`config.mk`:
```
export PLATFORM = sky130hd
export DESIGN_NAME = cond_call_unit
export DESIGN_NICKNAME = d
export VERILOG_FILES = /design/src/rtl/cond_call_unit.sv
export SDC_FILE = /design/constraint.sdc
export NUM_CORES = 1
export LEC_CHECK = 0
export BUFFER_PORTS_ARGS = -buffer_cell sky130_fd_sc_hd__buf_2
export CAP_MARGIN = 15
export CORE_MARGIN = 1.5
export CORE_UTILIZATION = 40
export CTS_CLUSTER_DIAMETER = 50
export CTS_CLUSTER_SIZE = 10
export DETAILED_ROUTE_END_ITERATION = 7
export PLACE_DENSITY = 0.55
export SLEW_MARGIN = 10
export SYNTH_ARGS = -nofsm -noshare
export SYNTH_HDL_FRONTEND = slang
export SYNTH_SLANG_ARGS = --single-unit
```
`constraint.sdc`:
```
create_clock -name clk -period 5.6 [get_ports clk]
set_clock_uncertainty 0.15 [all_clocks]
set_input_delay 1.12 -clock clk [delete_from_list [all_inputs] [get_ports clk]]
set_output_delay 1.12 -clock clk [all_outputs]
set_load 0.02 [all_outputs]
```
`src/rtl/cond_call_unit.sv`:
```
module cond_call_unit #(
  parameter int AW     = 16,
  parameter int SRW    = 16,
  parameter int DEPTH  = 15,
  parameter int WAIT_W = 2,
  parameter int IMM_W  = 12
) (
  input  logic              clk,
  input  logic              rst_n,
  input  logic              start,
  input  logic              in_repeat,
  input  logic [3:0]        cond_sel,
  input  logic [SRW-1:0]    sr_in,
  input  logic [AW-1:0]     pc_in,
  input  logic              short_mode,
  input  logic [IMM_W-1:0]  short_imm,
  input  logic [AW-1:0]     ea_addr,
  input  logic              abs_form,
  input  logic [WAIT_W-1:0] ea_wait,
  output logic              busy,
  output logic              done,
  output logic              illegal,
  output logic [AW-1:0]     pc_out,
  output logic [$clog2(DEPTH+1)-1:0] sp,
  output logic [AW-1:0]     top_pc,
  output logic [SRW-1:0]    top_sr,
  output logic              stack_err
);
  localparam int SP_W  = $clog2(DEPTH+1);
  localparam int CNT_W = WAIT_W + 2;
  localparam int C_B = 0, V_B = 1, Z_B = 2, N_B = 3, U_B = 4, E_B = 5, L_B = 6;

  logic              f_c, f_v, f_z, f_n, f_u, f_e, f_l;
  logic              base_ok, cond_ok;
  logic [CNT_W-1:0]  cnt;
  logic              taken_q;
  logic [AW-1:0]     tgt_q, ret_q, nt_q;
  logic [SRW-1:0]    sr_q;
  logic [AW+SRW-1:0] stk [DEPTH];
  logic              finish, full;
  logic [SP_W-1:0]   top_idx;

  assign f_c = sr_in[C_B];
  assign f_v = sr_in[V_B];
  assign f_z = sr_in[Z_B];
  assign f_n = sr_in[N_B];
  assign f_u = sr_in[U_B];
  assign f_e = sr_in[E_B];
  assign f_l = sr_in[L_B];

  always_comb begin
    case (cond_sel[2:0])
      3'd0:    base_ok = ~f_c;
      3'd1:    base_ok = ~(f_n ^ f_v);
      3'd2:    base_ok = ~f_z;
      3'd3:    base_ok = ~f_n;
      3'd4:    base_ok = ~(f_z | (~f_u & ~f_e));
      3'd5:    base_ok = ~f_e;
      3'd6:    base_ok = ~f_l;
      default: base_ok = ~(f_z | (f_n ^ f_v));
    endcase
  end
  assign cond_ok = base_ok ^ cond_sel[3];

  assign busy    = (cnt != '0);
  assign finish  = (cnt == CNT_W'(1));
  assign full    = (sp == SP_W'(DEPTH));
  assign top_idx = sp - SP_W'(1);
  assign top_pc  = (sp == '0) ? '0 : stk[top_idx][AW+SRW-1:SRW];
  assign top_sr  = (sp == '0) ? '0 : stk[top_idx][SRW-1:0];

  always_ff @(posedge clk) begin
    if (!rst_n) begin
      cnt       <= '0;
      done      <= 1'b0;
      illegal   <= 1'b0;
      pc_out    <= '0;
      sp        <= '0;
      stack_err <= 1'b0;
      taken_q   <= 1'b0;
      tgt_q     <= '0;
      ret_q     <= '0;
      nt_q      <= '0;
      sr_q      <= '0;
    end else begin
      done    <= 1'b0;
      illegal <= 1'b0;
      if (!busy) begin
        if (start) begin
          if (in_repeat) begin
            illegal <= 1'b1;
          end else begin
            cnt     <= CNT_W'(3) + CNT_W'(ea_wait);
            taken_q <= cond_ok;
            tgt_q   <= short_mode ? AW'(short_imm) : ea_addr;
            ret_q   <= pc_in + AW'(1) + AW'(abs_form);
            nt_q    <= pc_in + AW'(1);
            sr_q    <= sr_in;
          end
        end
      end else begin
        cnt <= cnt - CNT_W'(1);
        if (finish) begin
          done <= 1'b1;
          if (taken_q) begin
            pc_out <= tgt_q;
            if (full) stack_err <= 1'b1;
            else      sp <= sp + SP_W'(1);
          end else begin
            pc_out <= nt_q;
          end
        end
      end
    end
  end

  always_ff @(posedge clk) begin
    if (rst_n && finish && taken_q && !full)
      stk[sp[$clog2(DEPTH)-1:0]] <= {ret_q, sr_q};
  end
endmodule


```
==> metrics.csv <==
metric;value;unit
routability cong.;0.800;
Internal;0.00771;W
Critical Path Fanout Max;60;
Die Y;243;µm
final core occ;0.474;
Switching Share;0.231;
clk_lat worst skew;0.58;ns
drc violations;0;
RSZ-0062 raised after global routing;no;
most common cell in the netlist;edfxtp_1;
Bufs on Longest Clock Path;3;
root buf cell;clkbuf_16;
cts hold-fix bufs;0;
IO Pins;128;
number of synthesized register bits;572;
syn_nets;1476;
ys flop type;edfxtp_1;
MaxCap Viol Count;0;
sequential share of power;0.498;
Final Hold Fails;0;
DR vias/cell;5.43;
initial antenna violation count;0;
outcome;finished clean;
CTS Buf Count;72;
leading area contributor after synthesis;edfxtp_1;
sequential area share after synthesis;0.706;
Starting Density;0.407;
worst slew pin tran;1.03;ns
pwr dens;374;nW/µm²
Unique masters post-synth;63;
minimum clock period;4.85;ns
first-pass GRT wire length;81.9;mm
fin crit share;0.867;
drt wl/cell;23.0;µm
critical path arrival;3.58;ns
Total GRT Usage;0.185;
f_max;0.206;GHz
Peak VDD IR;218;µV
combinational fraction of design power;0.076;
Mapped Cells;1394;
Setup violations, final;0;
TritonCTS clock tree;yes;
hpwl dp;30.7;mm
GR Overflow Total;0;
HP Class;flip-flop to flip-flop;
post_cts resized;0;
Port-buffer cells;127;
DR iter-0 viols;1010;
num rows;87;
vias;12700;
Post-synth EDFFs;480;
ys async rst share;0;
Die ar.;59000;µm²
P_sw;0.00232;W
Worst Path Required;4.33;ns
Slew HR;0.310;
TNS Setup;0;ns
P&R area growth vs syn;16.7;%
Nets;1624;
vias in the first global route;13100;
Synth top cells by count;edfxtp_1, a211oi_1, nor2_1;
Setup CP Type;flip-flop to primary output;
synthesized area;23000;µm²
Diodes inserted;0;
htree depth;3;
die span in x;243;µm
DR pass1 iterations;5;
top cell type's share of synthesized area;0.626;
Sink Count;572;
Mean Syn Cell Area;16.5;µm²
Leak Pwr;8.60;nW
share of cells above drive strength 1;0.246;
Clk pin slew, worst setup/hold paths;0.05;ns
top post-synthesis cells by area;edfxtp_1, mux4_2, dfxtp_1;
WL final;53.9;mm
Yosys warning count;0;
largest net degree at the start of global routing;114;
Clock power frac;0.426;
Slew Viols, Final;0;
Setup crit end kind;primary output;
startpoint types;flip-flop;
post-route ant nets;0;
Core ar.;56600;µm²
Post-CTS Setup Inserts;0;
[critical path, stage by stage (launching register included)]
cell and delay [ns]:
dfxtp_4 0.61, inv_1 0.20, ha_4 0.68, buf_12 0.37, nor2_1 0.09, a211oi_1 0.23, a211oi_1 0.08, a211oi_1 0.47
buf_2 0.26
[power by group through the flow]
stage,Clock (W),Sequential (W),Combinational [W]
after floorplan,0,0.00507,0.000482
after global placement,0,0.00507,0.000758
after detailed placement,0,0.00508,0.000769
after CTS,0.00438,0.00500,0.000773
after global routing,0.00457,0.00502,0.000842
final,0.00428,0.00500,0.000761
[flip-flops by register name, summed over array words and instances (netlist names), 4 cells and up]
signal	flops
cnt	4
nt_q	16
pc_out	16
ret_q	16
sp	4
sr_q	16
stk	480
tgt_q	16
[metrics by stage]
step | setup WS, ns | total power (W) | instances | cell area (µm²) | hold WS (ns)
CTS | 0.602 | 0.0101 | 2344 | 26800 | 0.300
floorplan | 0.861 | 0.00555 | 1394 | 23000 | 0.282
detailed placement | 1.25 | 0.00585 | 2224 | 24700 | 0.294
global route | 0.425 | 0.0104 | 2344 | 26800 | 0.316
global placement | 1.24 | 0.00583 | 2224 | 24700 | 0.291
finish | 0.746 | 0.0100 | 2344 | 26800 | 0.298
[layer usage]
layer,vias up,global-route usage,part of all wire
met5,-,0,0
met4,0,0.0495,0.015
li1,5825,-,-
met2,319,0.292,0.47
met3,67,0.0391,0.056
met1,6515,0.262,0.46
[cell usage in the layout (no fill, tap or decap), types with 3 or more instances in the layout]
cell type / netlist / layout
nor2_4: 0 / 12
nand3_1: 22 / 22
bufinv_16: 0 / 3
nand2b_1: 5 / 5
mux4_2: 96 / 96
edfxtp_1: 480 / 480
inv_1: 10 / 10
o21ai_0: 13 / 13
buf_2: 17 / 127
nor2_1: 111 / 98
clkinv_2: 0 / 3
a211oi_1: 142 / 142
and2_1: 4 / 4
nor3_2: 0 / 4
clkinv_1: 0 / 4
nand2_1: 76 / 76
clkbuf_1: 66 / 28
dfxtp_1: 92 / 91
a21oi_1: 36 / 36
nand3b_1: 6 / 6
xnor2_1: 17 / 16
mux2i_1: 94 / 94
nor3_1: 16 / 12
ha_1: 10 / 9
nand4b_1: 5 / 5
buf_4: 4 / 38
clkbuf_16: 0 / 76
xor2_1: 13 / 13
buf_12: 1 / 3
nand4_1: 7 / 7
a31oi_1: 3 / 3
inv_6: 0 / 4
[area by class of cell]
class,instances,area [µm²]
Timing Repair Buffer,168,981
Clock buffer,104,2010
Clock inverter,16,170
Fill cell,4876,29800
Multi-Input combinational cell,717,6440
Sequential cell,572,16300
Inverter,11,41.3
Tap cell,756,946
[cells by family after synthesis]
group	share of synthesized area
compound gates	0.0674
fa+ha+maj	0.00544
flops	0.706
mux	0.135
simple gates	0.0537
xor+xnor	0.0121
buf+inv	0.0201
[final timing paths]
kind	endpoint	cells past startpoint	slack, ns	from
min reg2reg	tgt_q[14]	2	0.30	tgt_q[14]
min	tgt_q[14]	2	0.30	tgt_q[14]
max reg2reg	stk[13][19]	8	1.74	sp[0]
max	top_pc[2]	8	0.75	sp[0]
Power figures use the tool's default switching activity.
